[config.mk]
export PLATFORM = sky130hd
export DESIGN_NAME = gpio_ioc_port
export DESIGN_NICKNAME = d
export VERILOG_FILES = /design/src/rtl/gpio_ioc_pkg.sv /design/src/rtl/gpio_ioc_sync.sv /design/src/rtl/gpio_ioc_regs.sv /design/src/rtl/gpio_ioc_detect.sv /design/src/rtl/gpio_ioc_port.sv
export SDC_FILE = /design/constraint.sdc
export NUM_CORES = 1
export LEC_CHECK = 0
export CORE_UTILIZATION = 45
export DETAILED_ROUTE_END_ITERATION = 8
export GPL_TIMING_DRIVEN = 0
export MAX_ROUTING_LAYER = met4
export PLACE_DENSITY_LB_ADDON = 0.15
export SLEW_MARGIN = 20
export SYNTH_ARGS = -nofsm -noshare
export SYNTH_HDL_FRONTEND = slang
export SYNTH_SLANG_ARGS = --single-unit
[constraint.sdc]
create_clock -name clk_i -period 1.8 [get_ports clk_i]
set_input_delay 0.36 -clock clk_i [delete_from_list [all_inputs] [get_ports clk_i]]
set_output_delay 0.36 -clock clk_i [all_outputs]
set_load 0.01 [all_outputs]
[src/rtl/gpio_ioc_pkg.sv]
package gpio_ioc_pkg;
  localparam int unsigned ADDR_W = 4;

  typedef enum logic [ADDR_W-1:0] {
    A_DIR  = 4'd0,
    A_POL  = 4'd1,
    A_IEN  = 4'd2,
    A_REF  = 4'd3,
    A_ICTL = 4'd4,
    A_CFG  = 4'd5,
    A_PUP  = 4'd6,
    A_FLAG = 4'd7,
    A_CAP  = 4'd8,
    A_PORT = 4'd9,
    A_LAT  = 4'd10
  } reg_addr_e;
endpackage

[src/rtl/gpio_ioc_sync.sv]
module gpio_ioc_sync #(
  parameter int unsigned WIDTH  = 8,
  parameter int unsigned STAGES = 2
) (
  input  logic             clk_i,
  input  logic             rst_ni,
  input  logic [WIDTH-1:0] d_i,
  output logic [WIDTH-1:0] q_o
);
  logic [WIDTH-1:0] stg_q [STAGES];

  always_ff @(posedge clk_i or negedge rst_ni) begin
    if (!rst_ni) begin
      for (int i = 0; i < STAGES; i++) stg_q[i] <= '0;
    end else begin
      stg_q[0] <= d_i;
      for (int i = 1; i < STAGES; i++) stg_q[i] <= stg_q[i-1];
    end
  end

  assign q_o = stg_q[STAGES-1];
endmodule

[src/rtl/gpio_ioc_regs.sv]
module gpio_ioc_regs
  import gpio_ioc_pkg::*;
#(
  parameter int unsigned WIDTH = 8
) (
  input  logic              clk_i,
  input  logic              rst_ni,
  input  logic [ADDR_W-1:0] addr_i,
  input  logic              wr_en_i,
  input  logic              rd_en_i,
  input  logic [WIDTH-1:0]  wdata_i,
  input  logic [WIDTH-1:0]  port_val_i,
  input  logic [WIDTH-1:0]  flag_i,
  input  logic [WIDTH-1:0]  cap_i,
  output logic [WIDTH-1:0]  dir_o,
  output logic [WIDTH-1:0]  pol_o,
  output logic [WIDTH-1:0]  ien_o,
  output logic [WIDTH-1:0]  ref_o,
  output logic [WIDTH-1:0]  ictl_o,
  output logic [WIDTH-1:0]  lat_o,
  output logic              clr_o,
  output logic [WIDTH-1:0]  rdata_o
);
  logic [WIDTH-1:0] cfg_q, pup_q, rd_mux;

  always_ff @(posedge clk_i or negedge rst_ni) begin
    if (!rst_ni) begin
      dir_o  <= '1;
      pol_o  <= '0;
      ien_o  <= '0;
      ref_o  <= '0;
      ictl_o <= '0;
      cfg_q  <= '0;
      pup_q  <= '0;
      lat_o  <= '0;
    end else if (wr_en_i) begin
      case (addr_i)
        A_DIR:          dir_o  <= wdata_i;
        A_POL:          pol_o  <= wdata_i;
        A_IEN:          ien_o  <= wdata_i;
        A_REF:          ref_o  <= wdata_i;
        A_ICTL:         ictl_o <= wdata_i;
        A_CFG:          cfg_q  <= wdata_i;
        A_PUP:          pup_q  <= wdata_i;
        A_PORT, A_LAT:  lat_o  <= wdata_i;
        default: ;
      endcase
    end
  end

  always_comb begin
    case (addr_i)
      A_DIR:   rd_mux = dir_o;
      A_POL:   rd_mux = pol_o;
      A_IEN:   rd_mux = ien_o;
      A_REF:   rd_mux = ref_o;
      A_ICTL:  rd_mux = ictl_o;
      A_CFG:   rd_mux = cfg_q;
      A_PUP:   rd_mux = pup_q;
      A_FLAG:  rd_mux = flag_i;
      A_CAP:   rd_mux = cap_i;
      A_PORT:  rd_mux = port_val_i;
      A_LAT:   rd_mux = lat_o;
      default: rd_mux = '0;
    endcase
  end

  always_ff @(posedge clk_i or negedge rst_ni) begin
    if (!rst_ni)      rdata_o <= '0;
    else if (rd_en_i) rdata_o <= rd_mux;
  end

  assign clr_o = rd_en_i && (addr_i == A_CAP || addr_i == A_PORT);
endmodule

[src/rtl/gpio_ioc_detect.sv]
module gpio_ioc_detect #(
  parameter int unsigned WIDTH = 8
) (
  input  logic             clk_i,
  input  logic             rst_ni,
  input  logic [WIDTH-1:0] pin_s_i,
  input  logic [WIDTH-1:0] pol_i,
  input  logic [WIDTH-1:0] ien_i,
  input  logic [WIDTH-1:0] ref_i,
  input  logic [WIDTH-1:0] ictl_i,
  input  logic             clr_i,
  output logic [WIDTH-1:0] hit_o,
  output logic [WIDTH-1:0] flag_o,
  output logic [WIDTH-1:0] cap_o
);
  logic [WIDTH-1:0] prev_q;
  logic             pend;

  // per-pin comparison source picked by the control bit
  for (genvar g = 0; g < WIDTH; g++) begin : g_cmp
    assign hit_o[g] = ien_i[g] &
                      (ictl_i[g] ? (pin_s_i[g] ^ ref_i[g]) : (pin_s_i[g] ^ prev_q[g]));
  end

  assign pend = |flag_o;

  always_ff @(posedge clk_i or negedge rst_ni) begin
    if (!rst_ni) begin
      prev_q <= '0;
      flag_o <= '0;
      cap_o  <= '0;
    end else begin
      prev_q <= pin_s_i;
      if (clr_i) begin
        flag_o <= '0;
      end else if (!pend && |hit_o) begin
        flag_o <= hit_o;
        cap_o  <= pin_s_i ^ pol_i;
      end
    end
  end
endmodule

[src/rtl/gpio_ioc_port.sv]
module gpio_ioc_port
  import gpio_ioc_pkg::*;
#(
  parameter int unsigned WIDTH       = 8,
  parameter int unsigned SYNC_STAGES = 2
) (
  input  logic              clk_i,
  input  logic              rst_ni,
  input  logic [ADDR_W-1:0] addr_i,
  input  logic              wr_en_i,
  input  logic              rd_en_i,
  input  logic [WIDTH-1:0]  wdata_i,
  output logic [WIDTH-1:0]  rdata_o,
  input  logic [WIDTH-1:0]  pin_i,
  output logic [WIDTH-1:0]  pin_o,
  output logic [WIDTH-1:0]  pin_oe_o,
  output logic              irq_o
);
  logic [WIDTH-1:0] pin_s, dir_q, pol_q, ien_q, ref_q, ictl_q, lat_q;
  logic [WIDTH-1:0] flag_q, cap_q, hit_w;
  logic             clr_w;

  gpio_ioc_sync #(.WIDTH(WIDTH), .STAGES(SYNC_STAGES)) u_sync (
    .clk_i (clk_i), .rst_ni(rst_ni), .d_i(pin_i), .q_o(pin_s)
  );

  gpio_ioc_regs #(.WIDTH(WIDTH)) u_regs (
    .clk_i     (clk_i),
    .rst_ni    (rst_ni),
    .addr_i    (addr_i),
    .wr_en_i   (wr_en_i),
    .rd_en_i   (rd_en_i),
    .wdata_i   (wdata_i),
    .port_val_i(pin_s ^ pol_q),
    .flag_i    (flag_q),
    .cap_i     (cap_q),
    .dir_o     (dir_q),
    .pol_o     (pol_q),
    .ien_o     (ien_q),
    .ref_o     (ref_q),
    .ictl_o    (ictl_q),
    .lat_o     (lat_q),
    .clr_o     (clr_w),
    .rdata_o   (rdata_o)
  );

  gpio_ioc_detect #(.WIDTH(WIDTH)) u_det (
    .clk_i  (clk_i),
    .rst_ni (rst_ni),
    .pin_s_i(pin_s),
    .pol_i  (pol_q),
    .ien_i  (ien_q),
    .ref_i  (ref_q),
    .ictl_i (ictl_q),
    .clr_i  (clr_w),
    .hit_o  (hit_w),
    .flag_o (flag_q),
    .cap_o  (cap_q)
  );

  assign pin_o    = lat_q;
  assign pin_oe_o = ~dir_q;
  assign irq_o    = |flag_q;
endmodule

==> results.cfg, run 1 <==
[synth]
synth_area_in_compound_gates = 0.0810
synth_simple_gate_area_frac = 0.0971
synth_top_area_cell = sky130_fd_sc_hd__dfrtp_1
synth.area.mux_share = 0.226
yosys_register_bits = 112
synth.avg_cell_area_um2 = 12.2
synth_top_family_by_area = multiplexers
synth_enable_flop_cells = 0
synth_warnings = 0
synth_fa_ha_area_frac = 0
mappedNetlistArea_mm2 = 0.00513
synth.lib_cells_used.distinct = 41
seq_area_frac_synth = 0.548
prevailing_post_synth_register_cell = sky130_fd_sc_hd__dfrtp_1
syn_nets = 443
synth_cells = 419
yosys.area_share.xor_xnor = 0.0154
netlist.area_leader.share = 0.507
synthTopCellsByArea = sky130_fd_sc_hd__dfrtp_1 51%, sky130_fd_sc_hd__mux2_2 17%, sky130_fd_sc_hd__mux2i_1 5.5%, sky130_fd_sc_hd__dfstp_2 4.1%, sky130_fd_sc_hd__nand2_1 1.6%
async_reset_ff_frac = 1.00

[worst_setup_path]
crit_path_max_fanout = 4
path_delay_family = multiplexers
setup.worst_path.start_class = register
r2r_slack_ns = -0.21
crit_chain = mux2i_2 > mux2i_2 > buf_4 > nor4_2 > a211oi_4 > buf_6 > mux2_4
worst-path-buf-inv = 2
criticalPathCategory = reg2reg
worst-endpoint-required_ns = 2.04
worst_ep_arrival_time_ns = 2.25
cpMaxStageDelayCell = sky130_fd_sc_hd__dfrtp_1
cpPeakStageDelay_ns = 0.40
cp-end-kind = register
critPathMostFrequentCell = sky130_fd_sc_hd__mux2i_2

[cts]
cts.sink_count = 112
cts-htree-levels = 3
buffer_levels_on_the_longest_clock_path = 2
inserted_clock_buffers = 9
clk-insertion-delay-late_ns = 0.36
clk_pin_slew_ns = 0.07
cts_tree = yes
clock-root-buffer = sky130_fd_sc_hd__clkbuf_16

[detailed_routing]
drt-wirelength-per-cell_um = 21.4
dr.first_iter.drc_count = 285
dr.pass1.iters = 5
drc_errors = 0
drt_wl_total_um = 13600
detail-route-antenna-nets = 0
vias = 3752
detail_route.vias_per_cell = 5.92

[sta]
finalCriticalPeriod_ns = 2.01
final_setup_violating_endpoints = 9
whs_ns = 0.351
finalMaxSlewViolations = 0
worst_skew_ns = 0.00566
worst_max_slew_pin_slew_ns = 0.491
totalNegativeSetupSlack_ns = -1.56
max_freq_mhz = 497
finalWorstSetupSlack_ns = -0.210
timing.final.crit_share = 1.12
finalHoldViolCount = 0
slew_margin_rel = 0.673
unrepaired_setup_endpoints_after_global_routing = true

[global_routing]
gr-usage-met1 = 0.349
global_route.usage.met2 = 0.358
grt_start_max_net_pins = 63
first_pass_grt_wire_length_um = 20900
global_route.usage.total = 0.258
antenna_violations_before_repair = 0
grt_overflow = 0
grtUsageMet3 = 0.0508
grt_busiest_layer = met2
first_global_vias = 3608

[run_status]
run_status = finished with violations
violations_in_the_final_reports = negative setup slack

[placed_design]
finalWeightedCongestion = 0.896
place_worst_setup_slack_ns = -1.21
placed_instance_area_mm2 = 0.00581
placed_instances = 607
dp_hpwl_um = 8720
port-buffer-count = 47

[final_layout]
layout-drive-gt1-share = 0.354
final_area_mm2 = 0.00651
stdcell_count = 634
syn2layout_area_growth_pct = 27.0
nNetsFinal = 514
diodes = 0

[run]
maxCapViolCount = 0

[worst_hold_path]
hold_class = reg2reg

[floorplan]
floorplan.die.width_um = 109
die_y_um = 109
num_rows = 38
core_mm2 = 0.0110
die_outline_area_mm2 = 0.0118
io_pins = 49
initial_core_util = 0.467

[power_and_ir_drop]
power_density_of_the_placed_cells_mw_per_mm2 = 1210
leakage_nw = 2.83
ir_worst_vdd_uv = 485
==> per-layer routing <==
metal | up-vias | share of wire
met5 | - | 0
met4 | 0 | 0.040
met3 | 38 | 0.085
met2 | 179 | 0.45
met1 | 1886 | 0.43
li1 | 1649 | -
==> through the flow <==
stage,power [W],utilization
after global routing,0.00823,0.593
after detailed placement,0.00538,0.529
after global placement,0.00532,0.526
after CTS,0.00785,0.586
final,0.00786,0.593
after floorplan,0.00464,-
==> flip-flops by register name (all words and copies together) (netlist names) <==
signal and count:
u_det.cap_o 8, u_det.flag_o 8, u_det.prev_q 8, u_regs.cfg_q 8, u_regs.dir_o 8, u_regs.ictl_o 8, u_regs.ien_o 8, u_regs.lat_o 8
u_regs.pol_o 8, u_regs.pup_q 8, u_regs.rdata_o 8, u_regs.ref_o 8, u_sync.q_o 8, u_sync.stg_q 8
==> final timing paths <==
path	startpoint	cells past startpoint	end
max in group asynchronous	rst_ni	3	u_regs.dir_o[5]$_DFFE_PN1P_
min in group asynchronous	rst_ni	2	u_regs.ictl_o[7]$_DFFE_PN0P_
hold / removal	u_sync.stg_q[11]$_DFF_PN0_	0	u_sync.q_o[3]$_DFF_PN0_
setup / recovery	u_regs.ictl_o[7]$_DFFE_PN0P_	7	u_det.cap_o[6]$_DFFE_PN0P_
hold reg to reg	u_sync.stg_q[11]$_DFF_PN0_	0	u_sync.q_o[3]$_DFF_PN0_
setup reg to reg	u_regs.ictl_o[7]$_DFFE_PN0P_	7	u_det.cap_o[6]$_DFFE_PN0P_
==> synth_stat cells (2+ instances only) <==
cell type and n:
sky130_fd_sc_hd__a21oi_1 10, sky130_fd_sc_hd__nor3_1 3, sky130_fd_sc_hd__mux2_2 76, sky130_fd_sc_hd__a221oi_1 2
sky130_fd_sc_hd__nor4_1 8, sky130_fd_sc_hd__nor3b_1 4, sky130_fd_sc_hd__a22oi_1 8, sky130_fd_sc_hd__clkbuf_1 18
sky130_fd_sc_hd__or4_4 2, sky130_fd_sc_hd__nor2b_1 6, sky130_fd_sc_hd__nand3b_1 4, sky130_fd_sc_hd__xor2_1 6
sky130_fd_sc_hd__xnor2_1 3, sky130_fd_sc_hd__dfrtp_1 104, sky130_fd_sc_hd__nor2_1 16, sky130_fd_sc_hd__nand2_1 22
sky130_fd_sc_hd__nand3_1 8, sky130_fd_sc_hd__and3_1 5, sky130_fd_sc_hd__dfstp_2 8, sky130_fd_sc_hd__o22ai_1 12
sky130_fd_sc_hd__mux2i_1 28, sky130_fd_sc_hd__inv_1 20, sky130_fd_sc_hd__a32oi_1 6, sky130_fd_sc_hd__nand2b_1 8
sky130_fd_sc_hd__o21ai_0 7, sky130_fd_sc_hd__a211oi_1 5, sky130_fd_sc_hd__and2_1 3, sky130_fd_sc_hd__o32ai_1 2
sky130_fd_sc_hd__buf_2 3
==> power by group <==
group          internal, W  switching, W  total (W)
sequential         0.00311      0.000410    0.00352
clock              0.00129      0.000874    0.00216
combinational      0.00123      0.000946    0.00218
total              0.00563       0.00223    0.00786
==> logic make-up (layout without fill, tap and decap cells) <==
family	after synthesis	in the layout
flops	112	112
mux	105	105
simple gates	91	91
compound gates	59	59
buf+inv	43	118
xor+xnor	9	9
==> cell usage in the layout, fill, tap and decap left out, drive strengths merged, types with 7 or more instances in the layout <==
cell	synthesis	final
o22ai	12	12
a22oi	8	8
a21oi	10	10
clkdlybuf4s50	0	35
nor4	8	8
dfstp	8	8
mux2	76	76
mux2i	28	28
clkbuf	18	26
nand2	22	22
nand3	8	8
buf	4	24
nor2	17	17
nand2b	8	8
dfrtp	104	104
inv	21	21
o21ai	7	7
==> timing repair <==
action,in CTS,in global routing
setup endpoints to repair,90,57
pin swaps,7,5
gates resized for setup,79,22
buffers inserted,12,4
hold buffers,1,0
endpoints found under the hold margin,46,0
==> area by class of cell <==
class,count,area [um^2]
Buffer,17,150
Clock buffer,12,256
Clock inverter,3,65.1
Fill cell,923,4470
Inverter,21,81.3
Multi-Input combinational cell,264,2320
Sequential cell,112,2810
Tap cell,140,175
Timing Repair Buffer,65,646
No activity file was read; power rests on OpenSTA's default activity.
==> inputs of run 2 (changes only) <==
--- a/config.mk
+++ b/config.mk
@@ -14,3 +14,4 @@
 export SYNTH_ARGS = -nofsm -noshare
 export SYNTH_HDL_FRONTEND = slang
 export SYNTH_SLANG_ARGS = --single-unit
+export TNS_END_PERCENT = 100
==> constraint.sdc (replaced) <==
create_clock -name clk_i -period 1.8 [get_ports clk_i]
set_input_delay 0.36 -clock clk_i [delete_from_list [all_inputs] [get_ports clk_i]]
set_output_delay 0.36 -clock clk_i [all_outputs]
set_load 0.005 [all_outputs]
==> run 2 against run 1 <==
Against the previous run:
- the flow still finishes with violations (negative setup slack)
- first-iteration DRC count is 9.5% higher
- register-to-register slack hardly changed
- die area unchanged
- via count decreased by 0.51%
- non-clock buffer count rose by 1
- worst hold slack worse by 0.0023 ns
- critical path depth decreased by 1
- utilization about the same
- cell count up 0.16%
- worst setup slack improved by 0.0013 ns
- sequential share of layout area is essentially flat
- global-route usage hardly changed
==> results.cfg, run 2 (same netlist as run 1, synthesis figures left out) <==
[run_status]
run_status = finished with violations
violations_in_the_final_reports = negative setup slack

[global_routing]
first_global_vias = 3614
antenna_violations_before_repair = 0
global_route.usage.total = 0.258
grt_start_max_net_pins = 63
grt_overflow = 0
first_pass_grt_wire_length_um = 20900

[floorplan]
die_outline_area_mm2 = 0.0118
die_y_um = 109
num_rows = 38
floorplan.die.width_um = 109
io_pins = 49
initial_core_util = 0.467
core_mm2 = 0.0110

[worst_setup_path]
cp-end-kind = register
crit_path_max_fanout = 4
critPathMostFrequentCell = sky130_fd_sc_hd__mux2i_2
setup.worst_path.start_class = register
cpMaxStageDelayCell = sky130_fd_sc_hd__dfrtp_1
crit_chain = mux2i_2 > mux2i_2 > nor4_2 > a211oi_4 > buf_6 > mux2_4
r2r_slack_ns = -0.21
worst_ep_arrival_time_ns = 2.25
cpPeakStageDelay_ns = 0.39
criticalPathCategory = reg2reg
worst-endpoint-required_ns = 2.04

[final_layout]
layout.core_utilization = 0.593
diodes = 0
layout-drive-gt1-share = 0.356
layout.cells.most_common_list = 104 x sky130_fd_sc_hd__dfrtp_1, 71 x sky130_fd_sc_hd__mux2_2, 40 x sky130_fd_sc_hd__clkdlybuf4s50_1
nNetsFinal = 515
mostFrequentLayoutCell = sky130_fd_sc_hd__dfrtp_1
syn2layout_area_growth_pct = 26.9
filler_cell_count = 922
final_area_mm2 = 0.00651
stdcell_count = 635

[power_and_ir_drop]
power_report.internal_total_w = 0.00564
power.share.switching = 0.280
leakage_nw = 2.81
p_comb_frac = 0.274
ir_worst_vdd_uv = 485
power_frac_clock = 0.277
p_switching_w = 0.00219
power_density_of_the_placed_cells_mw_per_mm2 = 1200
share_seq_of_total_power = 0.449

[detailed_routing]
dr.pass1.iters = 5
drt_wl_total_um = 13600
drt-wirelength-per-cell_um = 21.4
drc_errors = 0
detail_route.vias_per_cell = 5.88
detail-route-antenna-nets = 0
vias = 3733
dr.first_iter.drc_count = 312

[placed_design]
port-buffer-count = 47
placed_instances = 607
dp_hpwl_um = 8720
finalWeightedCongestion = 0.896
placed_instance_area_mm2 = 0.00581

[sta]
max_freq_mhz = 498
finalWorstSetupSlack_ns = -0.209
whs_ns = 0.349
timing.final.crit_share = 1.12
unrepaired_setup_endpoints_after_global_routing = true
finalHoldViolCount = 0
finalCriticalPeriod_ns = 2.01
worst_max_slew_pin_slew_ns = 0.492
finalMaxSlewViolations = 0
slew_margin_rel = 0.672
totalNegativeSetupSlack_ns = -1.56
worst_skew_ns = 0.00701
final_setup_violating_endpoints = 9

[cts]
clock-root-buffer = sky130_fd_sc_hd__clkbuf_16
buffer_levels_on_the_longest_clock_path = 2
inserted_clock_buffers = 9
clk_pin_slew_ns = 0.07
cts_tree = yes
cts-htree-levels = 3
clk-insertion-delay-late_ns = 0.36
cts.sink_count = 112

[run]
maxCapViolCount = 0

[worst_hold_path]
hold_class = reg2reg
[run 2: changes by cell type in the layout (fill, tap and decap cells not counted), sizes merged]
cell,delta
clkdlybuf4s50,+5
dlymetal6s2s,-4
buf,+1
dlygate4sd2,-1
[run 2: final timing paths]
kind | to | cells past startpoint | start
worst max-delay path | u_det.cap_o[6]$_DFFE_PN0P_ | 6 | u_regs.ictl_o[1]$_DFFE_PN0P_
worst min-delay path | u_sync.q_o[3]$_DFF_PN0_ | 0 | u_sync.stg_q[11]$_DFF_PN0_
worst max register to register | u_det.cap_o[6]$_DFFE_PN0P_ | 6 | u_regs.ictl_o[1]$_DFFE_PN0P_
worst min register to register | u_sync.q_o[3]$_DFF_PN0_ | 0 | u_sync.stg_q[11]$_DFF_PN0_
max in group asynchronous | u_regs.dir_o[5]$_DFFE_PN1P_ | 3 | rst_ni
min in group asynchronous | u_regs.ictl_o[7]$_DFFE_PN0P_ | 2 | rst_ni
[run 2: layout make-up]
type | count | area (um^2) | area share
Inverter | 21 | 81.3 | 0.0125
Multi-Input combinational cell | 264 | 2320 | 0.357
Clock inverter | 3 | 65.1 | 0.00999
Buffer | 17 | 150 | 0.0231
Tap cell | 140 | 175 | 0.0269
Clock buffer | 12 | 256 | 0.0394
Timing Repair Buffer | 66 | 644 | 0.0990
Sequential cell | 112 | 2810 | 0.432
[run 2: layer usage]
metal / vias to the layer above / share of wire / global-route usage
met5: - / 0 / -
met4: 0 / 0.045 / 0.151
met3: 39 / 0.080 / 0.0508
met2: 173 / 0.44 / 0.359
met1: 1875 / 0.44 / 0.349
li1: 1646 / - / -
[run 2: through the flow]
step	setup slack [ns]	total power [W]
after global placement	-3.86	0.00527
final	-0.209	0.00783
after CTS	-0.200	0.00780
after global routing	-0.280	0.00820
after detailed placement	-1.21	0.00533
after floorplan	-0.204	0.00459
[run 2: what timing repair did]
action / 4_1_cts / 5_1_grt
gates resized for setup: 78 / 18
endpoints found under the setup margin: 89 / 54
endpoints found under the hold margin: 46 / 0
hold buffers: 1 / 0
setup buffers: 12 / 5
pin swaps: 7 / 5
[run 2: power groups by stage]
stage / Combinational (W) / Clock, W / Sequential [W]
2_1_floorplan: 0.00115 / 0 / 0.00344
3_3_place_gp: 0.00172 / 0 / 0.00355
3_5_place_dp: 0.00176 / 0 / 0.00357
4_1_cts: 0.00207 / 0.00222 / 0.00351
5_1_grt: 0.00231 / 0.00231 / 0.00358
6_report: 0.00215 / 0.00217 / 0.00351
[run 2: worst max-delay path, delay by kind of cell, from the launching register on]
| kind | cells | cell delay, ns |
|---|---|---|
| buffers and inverters | 1 | 0.18 |
| DFF | 1 | 0.39 |
| muxes | 3 | 0.92 |
| and+or+nand+nor | 1 | 0.11 |
| AOI/OAI and AO/OA | 1 | 0.29 |
